**src/rtl/mss_pkg.sv**
```systemverilog
package mss_pkg;
  typedef enum logic [3:0] {
    OP_NOP  = 4'd0,
    OP_PUSH = 4'd1,
    OP_POP  = 4'd2,
    OP_ADD  = 4'd3,
    OP_SUB  = 4'd4,
    OP_AND  = 4'd5,
    OP_OR   = 4'd6,
    OP_XOR  = 4'd7,
    OP_NOT  = 4'd8,
    OP_NEG  = 4'd9,
    OP_XFER = 4'd10
  } op_e;

  typedef enum logic [1:0] {
    LS_IDLE,
    LS_SPILL,
    LS_PREFILL,
    LS_REFILL
  } lane_st_e;
endpackage

```
**src/rtl/mss_lane.sv**
```systemverilog
module mss_lane
  import mss_pkg::*;
#(
  parameter int WIDTH   = 16,
  parameter int DEPTH   = 4,
  parameter int SLOT_W  = 4,
  parameter int SW      = 2,
  parameter int LANE_ID = 0,
  localparam int AW     = SW + SLOT_W
) (
  input  logic             clk,
  input  logic             rst_n,
  input  logic             cmd_go,
  input  op_e              cmd_op,
  input  logic [WIDTH-1:0] cmd_data,
  input  logic             inj_go,
  input  logic [WIDTH-1:0] inj_data,
  output logic             idle,
  output logic             nonempty,
  output logic [WIDTH-1:0] top,
  output logic             err,
  output logic             mreq,
  output logic             mwe,
  output logic [AW-1:0]    maddr,
  output logic [WIDTH-1:0] mwdata,
  input  logic             mack,
  input  logic [WIDTH-1:0] mrdata
);
  localparam int CW = $clog2(DEPTH + 1);
  localparam int TW = ((CW > SLOT_W + 1) ? CW : SLOT_W + 1) + 1;

  lane_st_e          st, st_n;
  logic [CW-1:0]     cnt, cnt_n;
  logic [SLOT_W:0]   spl, spl_n;
  logic [WIDTH-1:0]  ent   [DEPTH];
  logic [WIDTH-1:0]  ent_n [DEPTH];
  logic [WIDTH-1:0]  pend_data, pend_data_n;
  op_e               pend_op, pend_op_n;
  logic              err_n;

  op_e               op_in;
  logic [WIDTH-1:0]  din;
  logic              go;
  logic [TW-1:0]     total;
  logic [SLOT_W:0]   spl_m1;
  logic              is_bin, is_un;

  function automatic logic [WIDTH-1:0] calc(op_e op, logic [WIDTH-1:0] nx, logic [WIDTH-1:0] tp);
    case (op)
      OP_ADD:  return nx + tp;
      OP_SUB:  return nx - tp;
      OP_AND:  return nx & tp;
      OP_OR:   return nx | tp;
      OP_XOR:  return nx ^ tp;
      OP_NOT:  return ~tp;
      OP_NEG:  return '0 - tp;
      default: return tp;
    endcase
  endfunction

  assign go     = cmd_go | inj_go;
  assign op_in  = inj_go ? OP_PUSH : cmd_op;
  assign din    = inj_go ? inj_data : cmd_data;
  assign total  = TW'(cnt) + TW'(spl);
  assign spl_m1 = spl - 1'b1;
  assign is_bin = (op_in == OP_ADD) || (op_in == OP_SUB) || (op_in == OP_AND) ||
                  (op_in == OP_OR)  || (op_in == OP_XOR);
  assign is_un  = (op_in == OP_NOT) || (op_in == OP_NEG);

  always_comb begin
    st_n        = st;
    cnt_n       = cnt;
    spl_n       = spl;
    pend_data_n = pend_data;
    pend_op_n   = pend_op;
    err_n       = err;
    for (int k = 0; k < DEPTH; k++) ent_n[k] = ent[k];
    unique case (st)
      LS_IDLE: begin
        if (go) begin
          if (op_in == OP_PUSH) begin
            if (cnt == CW'(DEPTH)) begin
              st_n        = LS_SPILL;
              pend_data_n = din;
            end else begin
              for (int k = 1; k < DEPTH; k++) ent_n[k] = ent[k-1];
              ent_n[0] = din;
              cnt_n    = cnt + CW'(1);
            end
          end else if (op_in == OP_POP) begin
            if (total == TW'(0)) begin
              err_n = 1'b1;
            end else if (cnt == CW'(1) && spl != '0) begin
              st_n = LS_REFILL;
            end else begin
              for (int k = 0; k < DEPTH - 1; k++) ent_n[k] = ent[k+1];
              cnt_n = cnt - CW'(1);
            end
          end else if (is_bin) begin
            if (total < TW'(2)) begin
              err_n = 1'b1;
            end else if (cnt == CW'(1)) begin
              st_n      = LS_PREFILL;
              pend_op_n = op_in;
            end else begin
              ent_n[0] = calc(op_in, ent[1], ent[0]);
              for (int k = 1; k < DEPTH - 1; k++) ent_n[k] = ent[k+1];
              cnt_n = cnt - CW'(1);
            end
          end else if (is_un) begin
            if (total == TW'(0)) err_n = 1'b1;
            else ent_n[0] = calc(op_in, '0, ent[0]);
          end
        end
      end
      LS_SPILL: begin
        if (mack) begin
          for (int k = 1; k < DEPTH; k++) ent_n[k] = ent[k-1];
          ent_n[0] = pend_data;
          spl_n    = spl + 1'b1;
          st_n     = LS_IDLE;
        end
      end
      LS_PREFILL: begin
        if (mack) begin
          ent_n[0] = calc(pend_op, mrdata, ent[0]);
          spl_n    = spl_m1;
          st_n     = LS_IDLE;
        end
      end
      LS_REFILL: begin
        if (mack) begin
          ent_n[0] = mrdata;
          spl_n    = spl_m1;
          st_n     = LS_IDLE;
        end
      end
      default: st_n = LS_IDLE;
    endcase
  end

  always_ff @(posedge clk) begin
    if (!rst_n) begin
      st        <= LS_IDLE;
      cnt       <= '0;
      spl       <= '0;
      err       <= 1'b0;
      pend_op   <= OP_NOP;
      pend_data <= '0;
      for (int k = 0; k < DEPTH; k++) ent[k] <= '0;
    end else begin
      st        <= st_n;
      cnt       <= cnt_n;
      spl       <= spl_n;
      err       <= err_n;
      pend_op   <= pend_op_n;
      pend_data <= pend_data_n;
      for (int k = 0; k < DEPTH; k++) ent[k] <= ent_n[k];
    end
  end

  assign idle     = (st == LS_IDLE);
  assign nonempty = (cnt != '0);
  assign top      = ent[0];
  assign mreq     = (st != LS_IDLE);
  assign mwe      = (st == LS_SPILL);
  assign mwdata   = ent[DEPTH-1];
  assign maddr    = {SW'(LANE_ID), (st == LS_SPILL) ? spl[SLOT_W-1:0] : spl_m1[SLOT_W-1:0]};

  AST_SPILL_ONLY_FULL: assert property (@(posedge clk) disable iff (!rst_n)
    (st == LS_SPILL) |-> (cnt == CW'(DEPTH)));
  AST_TOP_ON_CHIP: assert property (@(posedge clk) disable iff (!rst_n)
    (spl != '0) |-> (cnt != '0));
  AST_UFLOW_STICKY: assert property (@(posedge clk) disable iff (!rst_n)
    err |=> err);
  AST_UFLOW_KEEPS: assert property (@(posedge clk) disable iff (!rst_n)
    $rose(err) |-> ($stable(cnt) && $stable(spl) && $stable(ent[0])));
  AST_LANE_REQ_HELD: assert property (@(posedge clk) disable iff (!rst_n)
    (mreq && !mack) |=> (mreq && $stable(maddr)));
  AST_NO_CMD_WHILE_BUSY: assert property (@(posedge clk) disable iff (!rst_n)
    !idle |-> (!cmd_go && !inj_go));
endmodule

```
**src/rtl/mss_arb.sv**
```systemverilog
module mss_arb #(
  parameter int N     = 4,
  parameter int AW    = 6,
  parameter int WIDTH = 16,
  localparam int SW   = $clog2(N)
) (
  input  logic               clk,
  input  logic               rst_n,
  input  logic [N-1:0]       req,
  input  logic [N-1:0]       we,
  input  logic [N*AW-1:0]    addr,
  input  logic [N*WIDTH-1:0] wdata,
  output logic [N-1:0]       ack,
  output logic               mem_req,
  output logic               mem_we,
  output logic [AW-1:0]      mem_addr,
  output logic [WIDTH-1:0]   mem_wdata,
  input  logic               mem_ack
);
  logic          locked;
  logic [SW-1:0] own, pick, sel;

  always_comb begin
    pick = '0;
    for (int i = N - 1; i >= 0; i--) if (req[i]) pick = SW'(i);
  end

  assign sel       = locked ? own : pick;
  assign mem_req   = req[sel];
  assign mem_we    = we[sel];
  assign mem_addr  = addr[sel*AW +: AW];
  assign mem_wdata = wdata[sel*WIDTH +: WIDTH];

  always_comb begin
    for (int i = 0; i < N; i++) ack[i] = mem_ack && mem_req && (sel == SW'(i));
  end

  always_ff @(posedge clk) begin
    if (!rst_n) begin
      locked <= 1'b0;
      own    <= '0;
    end else if (mem_req && !mem_ack) begin
      locked <= 1'b1;
      own    <= sel;
    end else begin
      locked <= 1'b0;
    end
  end

  AST_ACK_ONEHOT: assert property (@(posedge clk) disable iff (!rst_n)
    $onehot0(ack));
  AST_PORT_HELD: assert property (@(posedge clk) disable iff (!rst_n)
    (mem_req && !mem_ack) |=> (mem_req && $stable(mem_addr) && $stable(mem_we)));
  AST_OWNER_STILL_ASKS: assert property (@(posedge clk) disable iff (!rst_n)
    locked |-> req[own]);
endmodule

```
**src/rtl/mss_unit.sv**
```systemverilog
module mss_unit
  import mss_pkg::*;
#(
  parameter int NSTK   = 4,
  parameter int WIDTH  = 16,
  parameter int DEPTH  = 4,
  parameter int SLOT_W = 4,
  localparam int SW    = $clog2(NSTK),
  localparam int AW    = SW + SLOT_W
) (
  input  logic                  clk,
  input  logic                  rst_n,
  input  logic [NSTK-1:0]       cmd_valid,
  output logic [NSTK-1:0]       cmd_ready,
  input  logic [NSTK*4-1:0]     cmd_op,
  input  logic [NSTK*WIDTH-1:0] cmd_data,
  input  logic [NSTK*SW-1:0]    cmd_dst,
  output logic [NSTK*WIDTH-1:0] top_data,
  output logic [NSTK-1:0]       top_empty,
  output logic [NSTK-1:0]       stall,
  output logic [NSTK-1:0]       err_uflow,
  output logic                  mem_req,
  output logic                  mem_we,
  output logic [AW-1:0]         mem_addr,
  output logic [WIDTH-1:0]      mem_wdata,
  input  logic                  mem_ack,
  input  logic [WIDTH-1:0]      mem_rdata
);
  op_e              op_s   [NSTK];
  op_e              eff_op [NSTK];
  logic [SW-1:0]    dst_s  [NSTK];
  logic [WIDTH-1:0] top_q  [NSTK];
  logic [NSTK-1:0]  idle, nonempty, xreq, xreal, inj_go, go;
  logic             xg_valid;
  logic [SW-1:0]    xg_src, xg_dst;
  logic [WIDTH-1:0] inj_data;

  logic [NSTK-1:0]       lreq, lwe, lack;
  logic [NSTK*AW-1:0]    laddr;
  logic [NSTK*WIDTH-1:0] lwdata;

  always_comb begin
    for (int s = 0; s < NSTK; s++) begin
      op_s[s]  = op_e'(cmd_op[s*4 +: 4]);
      dst_s[s] = cmd_dst[s*SW +: SW];
      xreal[s] = (op_s[s] == OP_XFER) && (dst_s[s] != SW'(s)) && nonempty[s];
      xreq[s]  = cmd_valid[s] && xreal[s] && idle[s] && idle[dst_s[s]];
      if (op_s[s] == OP_XFER) eff_op[s] = (dst_s[s] == SW'(s)) ? OP_NOP : OP_POP;
      else eff_op[s] = op_s[s];
    end
  end

  always_comb begin
    xg_valid = 1'b0;
    xg_src   = '0;
    for (int s = 0; s < NSTK; s++) begin
      if (xreq[s] && !xg_valid) begin
        xg_valid = 1'b1;
        xg_src   = SW'(s);
      end
    end
    xg_dst   = dst_s[xg_src];
    inj_data = top_q[xg_src];
    for (int d = 0; d < NSTK; d++) inj_go[d] = xg_valid && (xg_dst == SW'(d));
    for (int s = 0; s < NSTK; s++) begin
      cmd_ready[s] = idle[s] && !inj_go[s] && (!xreal[s] || (xg_valid && xg_src == SW'(s)));
      go[s]        = cmd_valid[s] && cmd_ready[s];
    end
  end

  for (genvar g = 0; g < NSTK; g++) begin : g_lane
    mss_lane #(
      .WIDTH(WIDTH), .DEPTH(DEPTH), .SLOT_W(SLOT_W), .SW(SW), .LANE_ID(g)
    ) u_lane (
      .clk      (clk),
      .rst_n    (rst_n),
      .cmd_go   (go[g]),
      .cmd_op   (eff_op[g]),
      .cmd_data (cmd_data[g*WIDTH +: WIDTH]),
      .inj_go   (inj_go[g]),
      .inj_data (inj_data),
      .idle     (idle[g]),
      .nonempty (nonempty[g]),
      .top      (top_q[g]),
      .err      (err_uflow[g]),
      .mreq     (lreq[g]),
      .mwe      (lwe[g]),
      .maddr    (laddr[g*AW +: AW]),
      .mwdata   (lwdata[g*WIDTH +: WIDTH]),
      .mack     (lack[g]),
      .mrdata   (mem_rdata)
    );
    assign top_data[g*WIDTH +: WIDTH] = top_q[g];
    assign top_empty[g] = !nonempty[g];
    assign stall[g]     = !idle[g];

    AST_NO_READY_WHILE_STALLED: assert property (@(posedge clk) disable iff (!rst_n)
      stall[g] |-> !cmd_ready[g]);
  end

  mss_arb #(.N(NSTK), .AW(AW), .WIDTH(WIDTH)) u_arb (
    .clk       (clk),
    .rst_n     (rst_n),
    .req       (lreq),
    .we        (lwe),
    .addr      (laddr),
    .wdata     (lwdata),
    .ack       (lack),
    .mem_req   (mem_req),
    .mem_we    (mem_we),
    .mem_addr  (mem_addr),
    .mem_wdata (mem_wdata),
    .mem_ack   (mem_ack)
  );

  AST_ONE_XFER: assert property (@(posedge clk) disable iff (!rst_n)
    $onehot0(inj_go));
  AST_XFER_DST_BLOCKED: assert property (@(posedge clk) disable iff (!rst_n)
    (inj_go & go) == '0);
endmodule

```
**config.mk**
```make
export PLATFORM = sky130hd
export DESIGN_NAME = mss_unit
export DESIGN_NICKNAME = d
export VERILOG_FILES = /design/src/rtl/mss_pkg.sv /design/src/rtl/mss_lane.sv /design/src/rtl/mss_arb.sv /design/src/rtl/mss_unit.sv
export SDC_FILE = /design/constraint.sdc
export NUM_CORES = 2
export LEC_CHECK = 0
export BUFFER_PORTS_ARGS = -buffer_cell sky130_fd_sc_hd__buf_2
export CORE_MARGIN = 2
export CORE_UTILIZATION = 45
export DETAILED_ROUTE_END_ITERATION = 10
export PLACE_DENSITY = 0.67
export SYNTH_ARGS = -nofsm -noshare
export SYNTH_HDL_FRONTEND = slang
export SYNTH_SLANG_ARGS = --single-unit
export TNS_END_PERCENT = 20
```
**constraint.sdc**
```tcl
create_clock -name clk -period 9.98 [get_ports clk]
set_input_delay 2.495 -clock clk [delete_from_list [all_inputs] [get_ports clk]]
set_output_delay 2.495 -clock clk [all_outputs]
set_load 0.1 [all_outputs]
```
==> reports/qor.txt <==
outcome: complete, no violations
cell family with most CP delay: simple AND/OR/NAND/NOR gates
CTS HTree Levels: 2
global-route wire length before repair: 283000 µm
largest family of logic cells by synthesized area: compound AO/OA/AOI/OAI gates
clock period minus final worst setup slack: 8.71 ns
first drt pass iteration count: 8
Setup Skew: 0.0366 ns
full die area: 0.0923 mm²
total routing usage reported by global routing: 40.7%
number of hold violations in the final report: 0
library cell used as clock root buffer: sky130_fd_sc_hd__clkbuf_16
Static Leak: 0.0172 µW
CP Depth: 9
Max Cap Viol: 0
worst voltage drop across the vdd grid: 0.141 mV
area leader, netlist: sky130_fd_sc_hd__dfxtp_1
max-slew headroom at the worst pin: 4.84%
area share of the leading cell type in the synthesized netlist: 19.0%
leading cell types by total area after synthesis: sky130_fd_sc_hd__dfxtp_1 (19%), sky130_fd_sc_hd__ha_1 (13%), sky130_fd_sc_hd__nor2_1 (6.8%)
Worst Slack Setup Final: 1.27 ns
Post-Synth Adder-Cell Area: 13.6%
crit path max fanout: 23
most instantiated cells after synthesis: sky130_fd_sc_hd__nor2_1 (738), sky130_fd_sc_hd__nand2_1 (441), sky130_fd_sc_hd__ha_1 (420), sky130_fd_sc_hd__dfxtp_1 (383), sky130_fd_sc_hd__a21oi_1 (357)
Data required, critical path: 7.49 ns
power density cells: 148 mW/mm²
slowest library cell on the worst path: sky130_fd_sc_hd__and2_1
slew at the pin with the worst max-slew slack: 1.42 ns
drt total wl: 198000 µm
DRC: 0
path type of the worst min-delay path: reg -> reg
total congestion overflow: 0
fraction of the mapped netlist area in compound gates: 26.8%
cell area after synthesis: 0.0404 mm²
I/O pin total: 215
count of cells along the worst register-to-register path: 26
cell row count: 109
final weighted congestion in routability-driven placement: 1.07
Port-buffer cells: 214
pin count of the biggest net entering global routing: 139
number of failing setup endpoints in the final timing report: 0
dominant cell type by count on the critical path: sky130_fd_sc_hd__buf_2
Clock Pin Slew Worst Setup and Hold Paths: 0.06 ns
detailed-placement wirelength estimate: 144000 µm
critical path startpoint category: input pin
most used flip-flop cell after synthesis: sky130_fd_sc_hd__dfxtp_1
worst slack after detailed placement: 1.44 ns
setup repair after global routing missed its margin: no
Max Slew Vio Count: 0
total core area: 0.0888 mm²
Async SR Flop Fraction: 0%
total nets after synthesis: 5972
Data arrival, critical path: 6.21 ns
flip-flop and latch count after synthesis: 383
vias in the first global route: 40400
via count of the routed design: 44700
dominant cell by count in the synthesized netlist: sky130_fd_sc_hd__nor2_1
number of buffers and inverters on the critical path: 2
mean instance size in the synthesized netlist: 7.45 µm²
Clk Latency, worst-skew pair: 0.65 ns
average vias per placed instance: 6.70
kind of critical path: in -> out
height of the die: 304 µm
hold path cells: 2
wire per inst: 29.7 µm
initial antenna violation count: 18
clock tree from TritonCTS: built
share of final-layout standard cells stronger than drive strength 1: 11.4%
sequential cell area fraction in the yosys report: 19.0%
TNS Setup: 0 ns
Initial Utilization: 45.6%
FMAX: 115 MHz
number of warning messages in the yosys log: 0
die width: 304 µm
XOR/XNOR share of the synthesized area: 7.45%
final clock period utilization by the worst path: 87.2%
peak per-stage delay on the critical path: 0.62 ns
Post-CTS Resized: 0
kind of end point of the critical path: output pin
cells along the critical path: buf_2, and4bb_2, nand4bb_1, or2_2, o311ai_2, and2_1, nor2_1, nor3_1, buf_2
hold buffer count at CTS: 0
total of fill cells in the finished design: 8786
number of distinct library cells after synthesis: 103
number of buffers inserted during clock tree synthesis: 48
gate count after technology mapping: 5429
count of buffers added by post-CTS timing repair for setup: 0
Clock Tree Buf Depth: 3
number of design-rule violations left by the first detailed-router iteration: 6038
Net count, final: 6001
clock sink total: 383
number of antenna-violating nets in the routed design: 0
area share of and/or/nand/nor cells after synthesis: 19.6%
proportion of synthesized area in mux cells: 7.55%
synth-to-layout area growth: 10.0%
number of synthesized flops with an enable pin: 0
==> registers in the layout, summed over array words and instances (netlist names) <==
signal / flops
g_lane.u_lane.spl: 20
u_arb.own: 2
u_arb.locked: 1
g_lane.u_lane.cnt: 12
g_lane.u_lane.pend_op: 16
g_lane.u_lane.st: 8
g_lane.u_lane.err: 4
g_lane.u_lane.pend_data: 64
g_lane.u_lane.ent: 256
==> kinds of logic after synthesis <==
logic type,count (synthesis)
AND/OR/NAND/NOR,1760
AO/OA/AOI/OAI,1585
buffers and inverters,627
adder cells (fa/ha/maj),432
flip-flops,383
XOR/XNOR,344
multiplexers,298
==> layout make-up <==
class / instances / area (µm²) / area share [%]
well taps: 1165 / 1460 / 3.28
inverters: 223 / 845 / 1.90
clock inverters: 33 / 337 / 0.756
multi-input cells: 4419 / 30500 / 68.6
flip-flops and latches: 383 / 7670 / 17.2
diodes: 9 / 22.5 / 0.0506
repair buffers: 383 / 2370 / 5.32
clock buffers: 55 / 1270 / 2.85
==> path summary, 6_finish.rpt <==
check | from | to | slack (ns)
worst min-delay path | g_lane[1].u_lane.pend_data[3] | g_lane[1].u_lane.pend_data[3] | 0.47
worst max register to register | g_lane[2].u_lane.st[0] | g_lane[1].u_lane.ent[0][15] | 3.05
worst min register to register | g_lane[1].u_lane.pend_data[3] | g_lane[1].u_lane.pend_data[3] | 0.47
worst max-delay path | cmd_op[5] | cmd_ready[3] | 1.27
==> worst min-delay path, delay by kind of cell (launching register included) <==
kind / cells / cell delay (ns)
DFF: 1 / 0.31
and+or+nand+nor: 1 / 0.06
AOI/OAI and AO/OA: 1 / 0.06
==> metal layers <==
| metal | vias up | share of wire, % | GRT usage [%] |
|---|---|---|---|
| met3 | 730 | 13 | 12.9 |
| met4 | 14 | 8.0 | 27.6 |
| met1 | 21100 | 39 | 52.7 |
| li1 | 19800 | - | - |
| met5 | - | 0.067 | 0 |
| met2 | 3043 | 40 | 57.4 |
==> placed cells by master (no fill, tap or decap), types with 16 or more instances in the layout <==
cell type                   Yosys  layout
sky130_fd_sc_hd__and3_1        25      25
sky130_fd_sc_hd__nand2b_1      67      67
sky130_fd_sc_hd__a221oi_1      73      73
sky130_fd_sc_hd__o32ai_1       25      25
sky130_fd_sc_hd__a311oi_1      51      51
sky130_fd_sc_hd__xor2_1        53      53
sky130_fd_sc_hd__xnor2_1      291     291
sky130_fd_sc_hd__nand3_1      125     125
sky130_fd_sc_hd__o21ai_0      281     281
sky130_fd_sc_hd__o31ai_1       21      19
sky130_fd_sc_hd__clkbuf_16      0      48
sky130_fd_sc_hd__a32oi_1       18      18
sky130_fd_sc_hd__o2111ai_1     17      17
sky130_fd_sc_hd__buf_4         14     168
sky130_fd_sc_hd__a31oi_1       74      73
sky130_fd_sc_hd__nand4_1       22      22
sky130_fd_sc_hd__nor3b_1       16      16
sky130_fd_sc_hd__a22oi_1       43      43
sky130_fd_sc_hd__mux2i_1      260     260
sky130_fd_sc_hd__o22ai_1       66      66
sky130_fd_sc_hd__o221ai_1      41      41
sky130_fd_sc_hd__nor3_1       119     115
sky130_fd_sc_hd__nand2_1      441     441
sky130_fd_sc_hd__buf_2         43     213
sky130_fd_sc_hd__inv_1        216     214
sky130_fd_sc_hd__dfxtp_1      383     379
sky130_fd_sc_hd__or3_1         33      33
sky130_fd_sc_hd__nor4_1        22      21
sky130_fd_sc_hd__mux2_2        36      36
sky130_fd_sc_hd__nor2_1       738     731
sky130_fd_sc_hd__a21oi_1      357     350
sky130_fd_sc_hd__o211ai_1      56      56
sky130_fd_sc_hd__a211oi_1     189     188
sky130_fd_sc_hd__a21o_1        33      33
sky130_fd_sc_hd__and2_1        40      40
sky130_fd_sc_hd__a211oi_2      30      30
sky130_fd_sc_hd__o21a_1        36      35
sky130_fd_sc_hd__nor2b_1       46      46
sky130_fd_sc_hd__ha_1         420     420
==> power breakdown <==
part | switching, µW | internal [µW] | leakage [µW]
sequential | 116 | 1580 | 0.00310
combinational | 1930 | 1110 | 0.0133
clock | 832 | 1020 | 0.000773
==> per-stage QoR <==
| stage | std cells | power, µW | cell area (µm²) | utilization, % | hold slack, ns |
|---|---|---|---|---|---|
| final | 6670 | 6590 | 44500 | 50.1 | 0.473 |
| after global routing | 6661 | 6850 | 44500 | 50.1 | 0.484 |
| after CTS | 6661 | 6490 | 44500 | 50.1 | 0.478 |
| after detailed placement | 6573 | 4650 | 42900 | 48.3 | 0.469 |
| after global placement | 6573 | 4630 | 42900 | 48.3 | 0.445 |
| after floorplan | 5429 | 3810 | 40400 | - | 0.438 |
No activity file was read; power rests on OpenSTA's default activity.
